`config.mk`:
```
export PLATFORM = sky130hd
export DESIGN_NAME = nested_irq_ctrl
export DESIGN_NICKNAME = d
export VERILOG_FILES = /design/src/rtl/nic_pkg.sv /design/src/rtl/nic_datapath.sv /design/src/rtl/nic_control.sv /design/src/rtl/nested_irq_ctrl.sv
export SDC_FILE = /design/constraint.sdc
export NUM_CORES = 1
export LEC_CHECK = 0
export ABC_AREA = 1
export BUFFER_PORTS_ARGS = -buffer_cell sky130_fd_sc_hd__buf_2
export CAP_MARGIN = 20
export CORE_UTILIZATION = 45
export CTS_BUF_LIST = sky130_fd_sc_hd__clkbuf_8
export DETAILED_ROUTE_END_ITERATION = 16
export GPL_ROUTABILITY_DRIVEN = 0
export GPL_TIMING_DRIVEN = 0
export PLACE_DENSITY = 0.64
export SETUP_SLACK_MARGIN = 0.05
export SLEW_MARGIN = 10
export SYNTH_ARGS = -nofsm -noshare
export SYNTH_HDL_FRONTEND = slang
export SYNTH_HIERARCHICAL = 1
export SYNTH_SLANG_ARGS = --single-unit
export TNS_END_PERCENT = 5
```
`constraint.sdc`:
```
create_clock -name clk -period 20.4 [get_ports clk]
set_clock_uncertainty 0.2 [all_clocks]
set_input_delay 1.02 -clock clk [delete_from_list [all_inputs] [get_ports clk]]
set_output_delay 1.02 -clock clk [all_outputs]
set_load 0.02 [all_outputs]
```
`src/rtl/nic_pkg.sv`:
```
package nic_pkg;
  localparam int LVL_W     = 2;
  localparam int NUM_LVLS  = 1 << LVL_W;
  localparam int ISV_W     = LVL_W + 1;
  localparam logic [ISV_W-1:0] ISV_IDLE = ISV_W'(NUM_LVLS);

  typedef struct packed {
    logic clrReq;
    logic clrSw;
  } nic_strobe_t;
endpackage

```
`src/rtl/nic_datapath.sv`:
```
module nic_datapath
  import nic_pkg::*;
#(
  parameter int NUM_SRC = 41,
  parameter int SRC_W   = $clog2(NUM_SRC)
) (
  input  logic              clk,
  input  logic              rstN,
  input  logic [NUM_SRC-1:0] irqIn,
  input  logic              swBrk,
  input  logic              wrEn,
  input  logic [SRC_W-1:0]  wrSrc,
  input  logic              wrMask,
  input  logic [LVL_W-1:0]  wrLevel,
  input  nic_strobe_t       strobe,
  output logic              bestValid,
  output logic [SRC_W-1:0]  bestIdx,
  output logic [LVL_W-1:0]  bestLvl,
  output logic              swPend,
  output logic              wake
);
  logic [NUM_SRC-1:0] reqFlag;
  logic [NUM_SRC-1:0] maskBit;
  logic [LVL_W-1:0]   lvlReg [NUM_SRC];
  logic [NUM_SRC-1:0] liveReq;

  genvar g;
  generate
    for (g = 0; g < NUM_SRC; g++) begin : g_src
      logic wrHit;
      logic clrHit;
      assign wrHit  = wrEn && (wrSrc == SRC_W'(g));
      assign clrHit = strobe.clrReq && (bestIdx == SRC_W'(g));
      assign liveReq[g] = reqFlag[g] && !maskBit[g];

      always_ff @(posedge clk) begin
        if (!rstN) begin
          reqFlag[g] <= 1'b0;
          maskBit[g] <= 1'b1;
          lvlReg[g]  <= '1;
        end else begin
          reqFlag[g] <= (reqFlag[g] && !clrHit) || irqIn[g];
          if (wrHit) begin
            maskBit[g] <= wrMask;
            lvlReg[g]  <= wrLevel;
          end
        end
      end
    end
  endgenerate

  always_ff @(posedge clk) begin
    if (!rstN) swPend <= 1'b0;
    else       swPend <= (swPend && !strobe.clrSw) || swBrk;
  end

  // Lowest level wins; strict compare keeps the lower index on ties.
  always_comb begin
    bestValid = 1'b0;
    bestIdx   = '0;
    bestLvl   = '1;
    for (int i = 0; i < NUM_SRC; i++) begin
      if (liveReq[i] && (!bestValid || lvlReg[i] < bestLvl)) begin
        bestValid = 1'b1;
        bestIdx   = SRC_W'(i);
        bestLvl   = lvlReg[i];
      end
    end
  end

  assign wake = (|liveReq) || swPend;

  a_r2_wake_covers: assert property (@(posedge clk) disable iff (!rstN)
    (bestValid || swPend) |-> wake);
  a_r8_flag_clears: assert property (@(posedge clk) disable iff (!rstN)
    (strobe.clrReq && !irqIn[bestIdx]) |=> !reqFlag[$past(bestIdx)]);
  a_r4_write_takes: assert property (@(posedge clk) disable iff (!rstN)
    (wrEn && (int'(wrSrc) < NUM_SRC)) |=> maskBit[$past(wrSrc)] == $past(wrMask));
  a_r3_masked_never_best: assert property (@(posedge clk) disable iff (!rstN)
    $past(wrEn && wrMask && (int'(wrSrc) < NUM_SRC)) |-> !(bestValid && bestIdx == $past(wrSrc)));
endmodule

```
`src/rtl/nic_control.sv`:
```
module nic_control
  import nic_pkg::*;
#(
  parameter int          SRC_W       = 6,
  parameter int          STACK_DEPTH = 4,
  parameter logic [15:0] VEC_BASE    = 16'h0004,
  parameter logic [15:0] SW_VEC      = 16'h007E
) (
  input  logic             clk,
  input  logic             rstN,
  input  logic             globalEn,
  input  logic             ackIn,
  input  logic             retiIn,
  input  logic             bestValid,
  input  logic [SRC_W-1:0] bestIdx,
  input  logic [LVL_W-1:0] bestLvl,
  input  logic             swPend,
  output logic             reqValid,
  output logic [15:0]      reqVector,
  output logic [ISV_W-1:0] inService,
  output nic_strobe_t      strobe
);
  localparam int PTR_W = (STACK_DEPTH > 1) ? $clog2(STACK_DEPTH) : 1;
  localparam int SP_W  = $clog2(STACK_DEPTH + 1);

  logic [ISV_W-1:0] curLvl;
  logic [ISV_W-1:0] lvlStack [STACK_DEPTH];
  logic [SP_W-1:0]  sp;
  logic             stackFull;
  logic             eligible;
  logic             accept;
  logic [SP_W-1:0]  spDec;

  assign stackFull = (sp == SP_W'(STACK_DEPTH));
  assign eligible  = bestValid && globalEn && ({1'b0, bestLvl} < curLvl);
  assign reqValid  = !stackFull && (swPend || eligible);
  assign reqVector = swPend ? SW_VEC
                            : VEC_BASE + {{(15-SRC_W){1'b0}}, bestIdx, 1'b0};
  assign accept    = ackIn && reqValid && !retiIn;
  assign spDec     = sp - SP_W'(1);

  always_comb begin
    strobe        = '0;
    strobe.clrSw  = accept && swPend;
    strobe.clrReq = accept && !swPend;
  end

  always_ff @(posedge clk) begin
    if (!rstN) begin
      curLvl <= ISV_IDLE;
      sp     <= '0;
      for (int k = 0; k < STACK_DEPTH; k++) lvlStack[k] <= ISV_IDLE;
    end else if (retiIn) begin
      if (sp != '0) begin
        curLvl <= lvlStack[spDec[PTR_W-1:0]];
        sp     <= spDec;
      end else begin
        curLvl <= ISV_IDLE;
      end
    end else if (accept) begin
      lvlStack[sp[PTR_W-1:0]] <= curLvl;
      sp <= sp + SP_W'(1);
      if (!swPend) curLvl <= {1'b0, bestLvl};
    end
  end

  assign inService = curLvl;

  a_r8_level_rises: assert property (@(posedge clk) disable iff (!rstN)
    strobe.clrReq |=> curLvl < $past(curLvl));
  a_r10_sw_keeps_level: assert property (@(posedge clk) disable iff (!rstN)
    strobe.clrSw |=> curLvl == $past(curLvl));
  a_r11_full_blocks: assert property (@(posedge clk) disable iff (!rstN)
    (sp == SP_W'(STACK_DEPTH)) |-> !reqValid);
  a_r7_enable_needed: assert property (@(posedge clk) disable iff (!rstN)
    (reqValid && !swPend) |-> globalEn);
  a_r9_pop_not_deeper: assert property (@(posedge clk) disable iff (!rstN)
    (retiIn && sp != '0) |=> curLvl >= $past(curLvl));
  a_r12_no_dual: assert property (@(posedge clk) disable iff (!rstN)
    $onehot0(strobe));
endmodule

```
`src/rtl/nested_irq_ctrl.sv`:
```
module nested_irq_ctrl
  import nic_pkg::*;
#(
  parameter int          NUM_SRC     = 41,
  parameter int          SRC_W       = $clog2(NUM_SRC),
  parameter int          STACK_DEPTH = 4,
  parameter logic [15:0] VEC_BASE    = 16'h0004,
  parameter logic [15:0] SW_VEC      = 16'h007E
) (
  input  logic               clk,
  input  logic               rstN,
  input  logic [NUM_SRC-1:0] irqIn,
  input  logic               swBrk,
  input  logic               globalEn,
  input  logic               wrEn,
  input  logic [SRC_W-1:0]   wrSrc,
  input  logic               wrMask,
  input  logic [1:0]         wrLevel,
  input  logic               ackIn,
  input  logic               retiIn,
  output logic               reqValid,
  output logic [15:0]        reqVector,
  output logic [2:0]         inService,
  output logic               wake
);
  nic_strobe_t      strobe;
  logic             bestValid;
  logic [SRC_W-1:0] bestIdx;
  logic [LVL_W-1:0] bestLvl;
  logic             swPend;

  nic_datapath #(.NUM_SRC(NUM_SRC), .SRC_W(SRC_W)) i_dp (
    .clk(clk), .rstN(rstN), .irqIn(irqIn), .swBrk(swBrk),
    .wrEn(wrEn), .wrSrc(wrSrc), .wrMask(wrMask), .wrLevel(wrLevel),
    .strobe(strobe), .bestValid(bestValid), .bestIdx(bestIdx),
    .bestLvl(bestLvl), .swPend(swPend), .wake(wake)
  );

  nic_control #(.SRC_W(SRC_W), .STACK_DEPTH(STACK_DEPTH),
                .VEC_BASE(VEC_BASE), .SW_VEC(SW_VEC)) i_ctl (
    .clk(clk), .rstN(rstN), .globalEn(globalEn), .ackIn(ackIn),
    .retiIn(retiIn), .bestValid(bestValid), .bestIdx(bestIdx),
    .bestLvl(bestLvl), .swPend(swPend), .reqValid(reqValid),
    .reqVector(reqVector), .inService(inService), .strobe(strobe)
  );
endmodule

```
-- Yosys cells after proc, flatten, opt, wreduce, memory -nomap -nowiden
Memories as Yosys holds them, arrays and structs flattened.
Cells that the tools add are included.
- register bits after elaboration: 89
- bits in writable memories: 94
- input bits: 57
- output and inout port bits: 21
- word-level logic and storage cells: 987
- memories kept: 2
- add/sub/neg operators: 3
- order comparisons: 41
- eq/ne operators: 83
- multiplexer cells: 302
- bitwise gates (word level): 41
- reduce and logical (&&, ||, !) cells: 430
- memory list (memory ; depth ; bits a word ; read ports ; clocked after Yosys merged registers in ; write ports ; RTL line ; RTL):
    i_dp.lvlReg ; 41 ; 2 ; 41 ; 0 ; 41 ; nic_datapath.sv:24 ; logic [LVL_W-1:0] lvlReg [NUM_SRC];
    i_ctl.lvlStack ; 4 ; 3 ; 1 ; 0 ; 4 ; nic_control.sv:27 ; logic [ISV_W-1:0] lvlStack [STACK_DEPTH];
- operators by type and width (cell ; count):
    1-bit logical AND ; 212
    6-bit by 5-bit equality test with 1-bit output (second input constant) ; 32
    1-bit 2-to-1 mux ; 171
    2-bit 2-to-1 mux ; 85
    1-bit logical NOT ; 126
    6-bit equality test (second input constant) ; 18
    6-bit by 4-bit equality test with 1-bit output (second input constant) ; 16
    1-bit logical OR ; 84
    2-bit less-than comparator ; 40
    5-bit 2-to-1 mux ; 16
    6-bit 2-to-1 mux ; 9
    6-bit by 3-bit equality test with 1-bit output (second input constant) ; 8
    1-bit OR ; 41
    41-bit OR reduction ; 1
    3-bit 2-to-1 mux ; 12
    4-bit 2-to-1 mux ; 8
    6-bit by 2-bit equality test with 1-bit output (second input constant) ; 4
    16-bit 2-to-1 mux ; 1
    6-bit by 1-bit equality test with 1-bit output (second input constant) ; 2
    6-bit logical NOT ; 2
    3-bit by 7-bit adder with 8-bit output (first input constant) ; 1
    2-bit AND reduction ; 2
    3-bit by 1-bit adder with 3-bit output (second input constant) ; 1
    3-bit equality test (second input constant) ; 1
    other kinds (7) ; 7

-- Longest topological paths before layout
Gate-level depths: netlist of the first run.
- depth after elaboration: 175
- depth in mapped cells: 257
- gate-level depth less buffers: 254

-- By module
The synthesis of the first run kept the hierarchy.
- by module, submodules not included (module ; instances ; cells an instance ; area each (µm²) ; sequential area each (µm²)):
    nic_datapath ; 1 ; 1723 ; 10717.8 ; 4124.0
    nic_control ; 1 ; 149 ; 1201.2 ; 480.5

-- Least setup slack after synthesis of the first run
Ideal clock, no wire load.
- path type: flip-flop to output port
- start point: reg i_dp.reqFlag[0]
- end point: out reqValid
- arrival: 18.517 ns
- required time: 19.180 ns
- slack: 0.663 ns
- stages on the path, launching flop included: 247
- buffers on the path: 2
- cells stage by stage: dfxtp_1 -> inv_1 -> nor2_2 -> nand3_1 -> nand3_1 -> nand2_1 -> nand2_1 -> nand2_1 -> nand2_2 -> nand2_2 -> nand2_1 -> nand2_1 -> nor2_1 -> nand2_1 -> nand2_2 -> nand2_2 -> nand2_1 -> nand2_1 -> [211 not listed] -> nand2_1 -> nand2_2 -> nand2_2 -> o21ai_0 -> ha_1 -> nand2_1 -> nand2_1 -> nand2_1 -> nand2_1 -> buf_6 -> buf_6 -> a21oi_1 -> ha_1 -> inv_1 -> nor2_1 -> nand2_1 -> nand2_2 -> a21boi_0
- cells in the longest elaborated chain, start to end: 166
- elaborated cells between the ends (all ways): 248
- classes of those cells: order compare: 41; mux: 82; reduce/logical: 125
- ends and longest elaborated chain (element ; RTL line ; RTL):
    from (decl) ; nic_datapath.sv:22 ; logic [NUM_SRC-1:0] reqFlag;
    from (signal, indexed assignment) ; nic_datapath.sv:42 ; reqFlag[g] <= (reqFlag[g] && !clrHit) || irqIn[g];
    1-bit logical AND (*) ; nic_datapath.sv:34 ; assign liveReq[g] = reqFlag[g] && !maskBit[g];
    2-bit 2-to-1 mux / 1-bit 2-to-1 mux (equally long branches) ; nic_datapath.sv:63 ; if (liveReq[i] && (!bestValid || lvlReg[i] < bestLvl)) begin
    2-bit less-than comparator / 1-bit logical NOT (equally long branches) ; nic_datapath.sv:63 ;
    1-bit logical OR ; nic_datapath.sv:63 ;
    1-bit logical AND ; nic_datapath.sv:63 ;
    2-bit 2-to-1 mux / 1-bit 2-to-1 mux (equally long branches) ; nic_datapath.sv:63 ;
    2-bit less-than comparator / 1-bit logical NOT (equally long branches) ; nic_datapath.sv:63 ;
    1-bit logical OR ; nic_datapath.sv:63 ;
    [151 not listed] ; n/a ;
    1-bit logical OR ; nic_datapath.sv:63 ;
    1-bit logical AND ; nic_datapath.sv:63 ;
    2-bit 2-to-1 mux (*) ; nic_datapath.sv:63 ;
    named net bestLvl[1] ; nested_irq_ctrl.sv:29 ; logic [LVL_W-1:0] bestLvl;
    2-bit by 3-bit less-than comparator with 1-bit output (*) ; nic_control.sv:35 ; assign eligible = bestValid && globalEn && ({1'b0, bestLvl} < curLvl);
    1-bit logical AND (*) ; nic_control.sv:35 ;
    1-bit logical OR (*) ; nic_control.sv:36 ; assign reqValid = !stackFull && (swPend || eligible);
    1-bit logical AND (*) ; nic_control.sv:36 ;
    to (decl) ; nested_irq_ctrl.sv:21 ; output logic reqValid,
Mark *: on every way through the listed nets, which the timed path passes. The rest lies on a longest branch.

==> results of run 1 <==
through the flow:
step | hold WS, ns | TNS, ns
final | 0.259 | -175.65
after global routing | 0.289 | -328.32
after CTS | 0.262 | -67.85
after detailed placement | 0.253 | -204.94
after global placement | 0.249 | -163.41
after floorplan | 0.239 | 0
cell families (layout without fill, tap and decap cells):
group	after synthesis	after routing
buffers and inverters	376	627
and+or+nand+nor	1152	1152
DFF	183	183
adders and majority gates	7	7
xor gates and xnor gates	4	4
AOI/OAI and AO/OA	149	149
other	1	9
final cells by class:
type / instances / area (um2)
timing repair buffer: 219 / 1540
multi-input combinational: 1321 / 6690
clock inverter: 15 / 139
clock buffer: 17 / 234
inverter: 333 / 1260
sequential: 183 / 4610
fill: 2468 / 10900
tap: 335 / 419
buffer: 43 / 230
critical path: cells and delay by family (launching register included):
family / cells / cell delay (ns)
AND/OR/NAND/NOR: 225 / 18.15
buffers and inverters: 13 / 1.45
adder cells (fa/ha/maj): 3 / 0.74
AO/OA/AOI/OAI: 4 / 0.60
flip-flops: 1 / 0.47
report_power, final:
group	switching (mW)	total (mW)	leakage, nW	internal [mW]
Clock	0.153	0.242	0.182	0.0894
Sequential	0.0134	0.417	1.67	0.404
Combinational	0.0847	0.129	5.97	0.0441
placed cells by master, fill, tap and decap left out, drive strengths merged, types with 6 or more instances in the layout:
cell	count
nand2	660
ha	7
nand3	221
inv	339
nor3	8
buf	234
nor2	248
clkbuf	45
a21oi	106
dfxtp	89
nand4	8
edfxtp	94
conb	9
clkinv	6
o21ai	35
layer usage:
layer / global-route usage [%] / routed length [um] / up-vias
li1: - / - / 6290
met1: 31.6 / 15100 / 5749
met2: 46.7 / 18200 / 418
met3: 4.75 / 2270 / 104
met4: 12.4 / 1680 / 0
met5: 0 / 0 / -
path summary, 6_finish.rpt:
check | endpoint
max reg2reg | i_dp/reqFlag[10]
min | i_dp/reqFlag[8]
min reg2reg | i_dp/reqFlag[8]
max | reqValid
flip-flops by register name, indices dropped and copies added (netlist names):
signal	count
i_dp/maskBit	41
i_dp/reqFlag	41
i_dp/lvlReg	82
i_ctl/inService	3
i_ctl/lvlStack	12
i_ctl/sp	3
i_dp/swPend	1
cells in the mapped netlist, types with 2 or more instances:
library cell	n
a21boi_0	2
a21oi_1	104
a22oi_1	3
and3_1	2
buf_4	11
buf_6	2
clkbuf_1	28
dfxtp_1	89
edfxtp_1	94
ha_1	7
inv_1	329
inv_2	2
nand2_1	581
nand2_2	77
nand2_4	2
nand3_1	217
nand3_2	4
nand4_1	7
nor2_1	241
nor2_2	5
nor3_1	8
o21ai_0	32
o21ai_2	2
or2_2	3
xnor2_1	3
timing repair:
| action | 4_1_cts | 5_1_grt |
|---|---|---|
| gates resized for setup | 97 | 161 |
| buffers inserted | 103 | 48 |
| hold endpoints to repair | 0 | 0 |
| pin swaps | 69 | 138 |
| cloned | 1 | 0 |
| endpoints found under the setup margin | 80 | 80 |
==> metrics.cfg, run 1 <==
[critical_path]
regToRegSetupSlack_ns=-2.46
path_max_fanout=7
reg2regPathDepth=252
cp.required_ns=19.18
startpoint_type=flip-flop
cpMaxStageDelayCell=edfxtp_1
critPathMaxStageDelay_ns=0.47
crit_start=i_dp/lvlReg[0][1]
arrival_ns=21.91
r2r-start=i_dp/lvlReg[0][1]
crit_type=reg -> out
crit_top_cell=nand2_2
endpoint_kind=output pin

[timing]
slew_headroom_pct=51.2
worst_slack_ns=-2.73
worst_pin_slew_ns=0.726
fmax_mhz=43.2
finalSetupViolCount=80
hold_violations=0
period_share_pct=113
drv_slew=0
rsz0062_at_grt=true
post-route-min-period_ns=23.13

[clock_tree]
clkTransAtPathRegs_ns=0.11
cts_hold_buf=0
clock_tree.root_cell=clkbuf_8
clkSinkCount=183
cts_tree=yes
numCtsBuffers=17
cts.htree.levels=4
clk_latency_ns=0.49
clockBufferDepth=2

[logic_synthesis]
ys_seq_elements=183
synth-seq-area-share_pct=38.6
ys_types=42
synth_xor_area_share_pct=0.294
async_flop_share_pct=0
synth_edf_count=94
synthMuxAreaShare_pct=0
yosys.area.top_type=edfxtp_1
synth_area_mm2=0.0119
synth_top_family_by_area=simple AND/OR/NAND/NOR gates
synthAdderAreaFrac_pct=0.735
synthFlopType=edfxtp_1
synth_compound_area_share_pct=6.61
yosys.area.top_type_share_pct=23.7
syn_inst=1872
syn_area_per_cell_um2=6.37
yosys-top-cells-area=edfxtp_1, nand2_1, dfxtp_1, inv_1, nand3_1
yosys_warnings=6
yosys.area_share.simple_pct=41.3

[layout]
drive_gt1_share_pct=25.0
final_area_mm2=0.0151
utilization_pct=58.2
syn_to_final_growth_pct=26.9
fin_cells=2466
diodes=0
finalNetCount=2182

[detailed_routing]
wl_um=37300
ant_nets=0
drc=0
num_vias=12561
first_iter_violations=887
dr.pass1.iters=8
wl_per_cell_um=15.1
avgViaCountPerCell=5.09

[pwr]
power_density_mw_per_mm2=52.1
total_leakage_power_nw=7.82
vdd_ir_drop_max_mv=0.0375
p_total_uw=788

[die]
num_rows=59
ios=78
initial_core_util_pct=45.9
core_area_mm2=0.0260
die_area_mm2=0.0271
die_width_um=165
die_h_um=165

[placed_design]
post_dp_cell_area_mm2=0.0127
dp_cells=2282
place_ws_ns=-3.09
port_buffers=67
dp_hpwl_um=26300

[global_routing]
antenna_found_initial=0
grt_start_max_net_pins=19
grt_pass1_vias=11314
grt_overflow=0
grt_pass1_wl_um=55200
grt_usage_pct=26.7

[worst_hold_path]
worstHoldStart=i_dp/reqFlag[8]
hold_class=reg -> reg
hold_path_depth=2

[status]
violations=negative setup slack
status=finished, violations left

[job]
cap_viol_max_count=0

Power figures use the tool's default switching activity.
==> run 2, diff against run 1 <==
--- a/config.mk
+++ b/config.mk
@@ -8,16 +8,15 @@
 export ABC_AREA = 1
 export BUFFER_PORTS_ARGS = -buffer_cell sky130_fd_sc_hd__buf_2
 export CAP_MARGIN = 20
-export CORE_UTILIZATION = 45
+export CORE_UTILIZATION = 57
 export CTS_BUF_LIST = sky130_fd_sc_hd__clkbuf_8
 export DETAILED_ROUTE_END_ITERATION = 16
 export GPL_ROUTABILITY_DRIVEN = 0
 export GPL_TIMING_DRIVEN = 0
-export PLACE_DENSITY = 0.64
+export PLACE_DENSITY = 0.78
 export SETUP_SLACK_MARGIN = 0.05
 export SLEW_MARGIN = 10
 export SYNTH_ARGS = -nofsm -noshare
 export SYNTH_HDL_FRONTEND = slang
-export SYNTH_HIERARCHICAL = 1
 export SYNTH_SLANG_ARGS = --single-unit
 export TNS_END_PERCENT = 5
==> constraint.sdc (replaced) <==
create_clock -name clk -period 20.6 [get_ports clk]
set_clock_uncertainty 0.2 [all_clocks]
set_input_delay 1.03 -clock clk [delete_from_list [all_inputs] [get_ports clk]]
set_output_delay 1.03 -clock clk [all_outputs]
set_load 0.02 [all_outputs]
==> run 2 against run 1 <==
  * The run still ends with negative setup slack left
  * Synthesized area fell by 1.0%
  * Flip-flop and latch count unchanged
  * Largest power group unchanged
  * Setup slack gained 0.69 ns
  * Via count down 3.2%
  * Critical path type unchanged
  * Power is 2.0% higher
  * Core utilization increased by 13 points
  * Non-clock buffer count down 71
  * Worst hold slack gained 0.011 ns
  * Register-to-register slack improved by 1.1 ns
  * Wire length shrank 8.0%
==> metrics.cfg, run 2 <==
[critical_path]
critPathTopFamily=simple AND/OR/NAND/NOR gates  ; unchanged
path_max_fanout=5  ; was 7
crit_top_cell=nand2_2  ; unchanged
path_buf_inv=5  ; was 13
startpoint_type=flip-flop  ; unchanged
critPathMaxStageDelay_ns=0.45  ; was 0.47 ns
crit_type=reg -> out  ; unchanged
cpMaxStageDelayCell=edfxtp_1  ; unchanged
cp.required_ns=19.37  ; was 19.18 ns
arrival_ns=21.41  ; was 21.91 ns
endpoint_kind=output pin  ; unchanged

[timing]
finalSetupViolCount=79  ; was 80
fmax_mhz=44.2
slew_headroom_pct=36.0  ; was 51.2%
hold_violations=0  ; unchanged
hold_ws_ns=0.270  ; was 0.259 ns
worst_slack_ns=-2.04  ; was -2.73 ns
period_share_pct=110
setup-tns-final_ns=-94.16  ; was -175.65 ns
worst_pin_slew_ns=0.952  ; was 0.726 ns
rsz0062_at_grt=true  ; unchanged
drv_slew=0  ; unchanged
post-route-min-period_ns=22.64

[logic_synthesis]
async_flop_share_pct=0  ; unchanged
yosys.area.top_type_share_pct=23.9  ; was 23.7%
synth_edf_count=94  ; unchanged
synth.most_common_cell=nand2_1  ; unchanged
ys_seq_elements=183  ; unchanged
yosys.area.top_type=edfxtp_1  ; unchanged
synthFlopType=edfxtp_1  ; unchanged
yosys_warnings=0  ; was 6
syn_area_per_cell_um2=6.43  ; was 6.37 um2
synth-seq-area-share_pct=39.0  ; was 38.6%
yosys-top-cells-area=edfxtp_1, nand2_1, dfxtp_1, inv_1, nor2_1  ; was edfxtp_1, nand2_1, dfxtp_1, inv_1, nand3_1
yosys-top-cells-count=nand2_1, inv_1, nor2_1, nand3_1, nand2_2  ; was nand2_1, inv_1, nor2_1, nand3_1, a21oi_1
syn_inst=1835  ; was 1,872
ys_types=40  ; was 42
synth_area_mm2=0.0118  ; was 0.0119 mm2

[clock_tree]
clk_latency_ns=0.49  ; about the same
cts.htree.levels=4  ; unchanged
clockBufferDepth=2  ; unchanged
clkSinkCount=183  ; unchanged
cts_tree=yes  ; unchanged
clock_tree.root_cell=clkbuf_8  ; unchanged
clkTransAtPathRegs_ns=0.09  ; was 0.11 ns
cts_hold_buf=0  ; unchanged
numCtsBuffers=17  ; unchanged

[detailed_routing]
wl_per_cell_um=15.0  ; was 15.1 um
ant_nets=0  ; unchanged
drc=0  ; unchanged
wl_um=34300  ; was 37,300 um
avgViaCountPerCell=5.31  ; was 5.09
first_iter_violations=1159  ; was 887
dr.pass1.iters=5  ; was 8
num_vias=12156  ; was 12,561

[layout]
drive_gt1_share_pct=26.7  ; was 25.0%
syn_to_final_growth_pct=22.5  ; was 26.9%
finalNetCount=2068  ; was 2,182
final_common_cell=nand2_1  ; unchanged
biggestRegsByFlops=i_dp.lvlReg (82), i_dp.maskBit (41), i_dp.reqFlag (41)  ; was i_dp/lvlReg (82), i_dp/maskBit (41), i_dp/reqFlag (41)
most-common-layout-cells=nand2_1, inv_1, nor2_1  ; unchanged
diodes=0  ; unchanged
fin_cells=2288  ; was 2,466
largest_reg_flops=82  ; unchanged
largest-register=i_dp.lvlReg  ; was i_dp/lvlReg
final_area_mm2=0.0144  ; was 0.0151 mm2

[die]
core_area_mm2=0.0202  ; was 0.0260 mm2
die_width_um=146  ; was 165 um
initial_core_util_pct=58.3  ; was 45.9%
ios=78  ; unchanged
die_area_mm2=0.0213  ; was 0.0271 mm2
die_h_um=146  ; was 165 um
num_rows=52  ; was 59

[global_routing]
gr-usage-met2_pct=47.7  ; was 46.7%
busiest_layer=met2  ; unchanged
grt_pass1_vias=10379  ; was 11,314
grt_start_max_net_pins=18  ; was 19
grt_overflow=0  ; unchanged
grt_pass1_wl_um=49100  ; was 55,200 um
grt_use_met1_pct=38.2  ; was 31.6%
grt_usage_pct=29.5  ; was 26.7%
global_route.usage.met3_pct=4.39  ; was 4.75%
antenna_found_initial=0  ; unchanged

[job]
cap_viol_max_count=0  ; unchanged

[status]
status=finished, violations left  ; unchanged
violations=negative setup slack  ; unchanged

[pwr]
p_total_uw=804  ; was 788 uW
power_density_mw_per_mm2=55.7  ; was 52.1 mW/mm2
total_leakage_power_nw=7.61  ; was 7.82 nW
vdd_ir_drop_max_mv=0.0457  ; was 0.0375 mV

[placed_design]
post_dp_cell_area_mm2=0.0125  ; was 0.0127 mm2
port_buffers=65  ; was 67
dp_hpwl_um=24600  ; was 26,300 um
dp_cells=2179  ; was 2,282

[worst_hold_path]
hold_class=reg -> reg  ; unchanged

run 2: changes by cell type after synthesis, moves of 10 or more:
cell / previous run / this run
a21oi_1: 104 / 78
nand2_2: 77 / 95
a21oi_2: 1 / 19
nor2_1: 241 / 277
nand3_1: 217 / 134
nand2_1: 581 / 604
o21ai_0: 32 / 22
run 2: per-layer routing:
layer  wire [um]  vias up
met2       16300      585
met5           0        -
met1       13600     5521
li1            -     5938
met3        2760      112
met4        1590        0
run 2: through the flow:
step                util [%]  setup WS (ns)
floorplan                  -           2.14
global placement        61.7         -0.250
detailed placement      61.7         -0.812
CTS                     65.3         -0.746
global route            71.4          -3.84
finish                  71.4          -2.04
run 2: logic make-up (layout without fill, tap and decap cells):
logic type / after synthesis / after routing / synth area share, %
compound gates: 140 / 140 / 7.00
xor+xnor: 3 / 3 / 0.223
fa+ha+maj: 6 / 6 / 0.636
buf+inv: 374 / 548 / 13.2
flops: 183 / 183 / 39.0
other cells: 1 / 10 / 0.0318
simple gates: 1128 / 1128 / 39.9
run 2: worst reg2reg max path: cells and delay by family, from the launching register on:
kind | cells | cell delay [ns]
DFF | 1 | 0.45
and+or+nand+nor | 240 | 19.71
adders and majority gates | 2 | 0.48
AOI/OAI and AO/OA | 2 | 0.30
buffers and inverters | 5 | 0.56
run 2: final cells by class:
cell class | count | area, um2
multi-input cells | 1287 | 6560
fillers | 1623 | 5790
flip-flops and latches | 183 | 4610
inverters | 325 | 1220
repair buffers | 143 | 948
well taps | 270 | 338
plain buffers | 48 | 324
clock buffers | 17 | 234
clock inverters | 15 | 213
run 2: power by group:
group	internal, mW	total, mW	switching [mW]
combinational	0.0408	0.117	0.0759
clock	0.135	0.275	0.140
sequential	0.400	0.413	0.0129
run 2: worst paths after layout:
| kind | start | to | slack, ns | depth (start not counted) |
|---|---|---|---|---|
| max | i_dp.lvlReg[0][1] | reqValid | -2.04 | 245 |
| min | i_dp.reqFlag[38] | i_dp.reqFlag[38] | 0.27 | 2 |
| max reg2reg | i_dp.lvlReg[0][1] | i_ctl.lvlStack[1][0] | -1.40 | 249 |
| min reg2reg | i_dp.reqFlag[38] | i_dp.reqFlag[38] | 0.27 | 2 |
run 2: timing repair:
action	in CTS	in global routing
buffers inserted	11	68
endpoints found under the setup margin	79	79
gates resized for setup	61	223
pin swaps	11	143
hold endpoints to repair	0	0
==> run 3, diff against run 2 <==
--- a/config.mk
+++ b/config.mk
@@ -15,6 +15,7 @@
 export GPL_TIMING_DRIVEN = 0
 export PLACE_DENSITY = 0.78
 export SETUP_SLACK_MARGIN = 0.05
+export SKIP_CTS_REPAIR_TIMING = 1
 export SLEW_MARGIN = 10
 export SYNTH_ARGS = -nofsm -noshare
 export SYNTH_HDL_FRONTEND = slang
==> run 3 against run 2 <==
  * The run still ends with negative setup slack left
  * Die area unchanged
  * Core utilization rose by 0.66 points
  * Wire length increased by 1.9%
  * Setup slack worse by 0.14 ns
  * Power grew 0.21%
  * Worst hold slack lost 0.0012 ns
  * Flip-flop and latch count stayed put
  * Register-to-register slack better by 0.03 ns
  * Cell area is 0.92% higher
  * Critical endpoint unchanged
  * First-iteration DRC count decreased by 1.5%
==> metrics.cfg, run 3 (synthesis results as in run 2) <==
[status]
status=finished, violations left  ; unchanged
violations=negative setup slack  ; unchanged

[pwr]
switching_power_uw=230  ; was 229 uW
p_clk_share_pct=34.1  ; was 34.2%
total_leakage_power_nw=7.66  ; was 7.61 nW
p_total_uw=806  ; was 804 uW
power_density_mw_per_mm2=55.3  ; was 55.7 mW/mm2
p_seq_share_pct=51.2  ; was 51.3%
power_frac_comb_pct=14.6  ; was 14.5%
p_int_uw=576  ; about the same
vdd_ir_drop_max_mv=0.0448  ; was 0.0457 mV
p_sw_share_pct=28.6  ; was 28.4%

[critical_path]
critPathTopFamily=simple AND/OR/NAND/NOR gates  ; unchanged
path_max_fanout=5  ; unchanged
cpMaxStageDelayCell=edfxtp_1  ; unchanged
crit_type=reg -> out  ; unchanged
path_buf_inv=7  ; was 5
crit_top_cell=nand2_2  ; unchanged
critPathMaxStageDelay_ns=0.46  ; was 0.45 ns
endpoint_kind=output pin  ; unchanged
startpoint_type=flip-flop  ; unchanged
arrival_ns=21.55  ; was 21.41 ns
cp.required_ns=19.37  ; about the same

[layout]
syn_to_final_growth_pct=23.6  ; was 22.5%
final_common_cell=nand2_1  ; unchanged
drive_gt1_share_pct=27.8  ; was 26.7%
biggestRegsByFlops=i_dp.lvlReg (82), i_dp.maskBit (41), i_dp.reqFlag (41)  ; unchanged
utilization_pct=72.1  ; was 71.4%
finalNetCount=2076  ; was 2,068
nFillCells=1613  ; was 1,623
largest_reg_flops=82  ; unchanged
most-common-layout-cells=nand2_1, inv_1, nor2_1  ; unchanged
diodes=0  ; unchanged
largest-register=i_dp.lvlReg  ; unchanged

[timing]
worst_pin_slew_ns=1.02  ; was 0.952 ns
period_share_pct=111  ; was 110%
finalSetupViolCount=79  ; unchanged
post-route-min-period_ns=22.78  ; was 22.64 ns
setup-tns-final_ns=-102.94  ; was -94.16 ns
fmax_mhz=43.9  ; was 44.2 MHz
drv_slew=0  ; unchanged
hold_violations=0  ; unchanged
worst_slack_ns=-2.18  ; was -2.04 ns
hold_ws_ns=0.269  ; was 0.270 ns
rsz0062_at_grt=true  ; unchanged
slew_headroom_pct=31.1  ; was 36.0%

[detailed_routing]
wl_um=34900  ; was 34,300 um
avgViaCountPerCell=5.35  ; was 5.31
drc=0  ; unchanged
first_iter_violations=1142  ; was 1,159
num_vias=12294  ; was 12,156
wl_per_cell_um=15.2  ; was 15.0 um
dr.pass1.iters=5  ; unchanged
ant_nets=0  ; unchanged

[clock_tree]
numCtsBuffers=17  ; unchanged
clock_tree.root_cell=clkbuf_8  ; unchanged
clk_latency_ns=0.49  ; about the same
clkTransAtPathRegs_ns=0.09  ; about the same
clkSinkCount=183  ; unchanged
cts.htree.levels=4  ; unchanged
clockBufferDepth=2  ; unchanged
cts_tree=yes  ; unchanged

[job]
cap_viol_max_count=0  ; unchanged

[die]
die_h_um=146  ; unchanged
die_width_um=146  ; unchanged
initial_core_util_pct=58.3  ; unchanged
core_area_mm2=0.0202  ; unchanged
ios=78  ; unchanged
num_rows=52  ; unchanged
die_area_mm2=0.0213  ; unchanged

[global_routing]
grt_pass1_wl_um=48500  ; was 49,100 um
grt_overflow=0  ; unchanged
grt_start_max_net_pins=18  ; unchanged
grt_usage_pct=29.2  ; was 29.5%
grt_pass1_vias=10223  ; was 10,379
antenna_found_initial=0  ; unchanged

[placed_design]
port_buffers=65  ; unchanged
dp_hpwl_um=24600  ; unchanged

[worst_hold_path]
hold_class=reg -> reg  ; unchanged

run 3: worst reg2reg max path, delay by kind of cell, from the launching register on:
family          cells  cell delay (ns)
compound gates      2             0.32
fa+ha+maj           2             0.49
buf+inv             6             0.47
flops               1             0.46
simple gates      238            19.76
run 3: cell type report:
type	count	area [um2]	area share (%)
multi-input cells	1287	6640	45.5
flip-flops and latches	183	4610	31.6
inverters	325	1230	8.42
repair buffers	150	991	6.80
well taps	270	338	2.32
plain buffers	49	335	2.30
clock buffers	17	234	1.60
clock inverters	15	213	1.46
run 3: stage by stage:
step / cell area (um2) / worst slack, ns / instances
final: 14600 / -2.18 / 2296
after global routing: 14600 / -3.90 / 2296
after detailed placement: 12500 / -0.812 / 2179
after global placement: 12500 / -0.250 / 2179
after floorplan: 11800 / 2.14 / 1844
after CTS: 12900 / -1.43 / 2211
run 3: power by group through the flow:
stage	registers (mW)	logic (mW)	clock network [mW]
after detailed placement	0.420	0.104	0
final	0.413	0.118	0.275
after floorplan	0.416	0.0754	0
after global routing	0.415	0.129	0.288
after CTS	0.412	0.104	0.274
after global placement	0.419	0.102	0
run 3: path summary, 6_finish.rpt:
path,start,end,slack [ns],cells after the start
worst max-delay path,i_dp.lvlReg[0][1],reqValid,-2.18,245
worst min-delay path,i_dp.reqFlag[26],i_dp.reqFlag[26],0.27,2
worst max register to register,i_dp.lvlReg[0][1],i_ctl.lvlStack[2][2],-1.37,248
worst min register to register,i_dp.reqFlag[26],i_dp.reqFlag[26],0.27,2
run 3: layer usage:
metal | global-route usage (%) | share of wire (%) | up-vias
met5 | 0 | 0 | -
met4 | 15.4 | 4.9 | 0
met3 | 4.45 | 8.2 | 130
met2 | 47.1 | 47 | 648
met1 | 38.1 | 40 | 5572
li1 | - | - | 5944
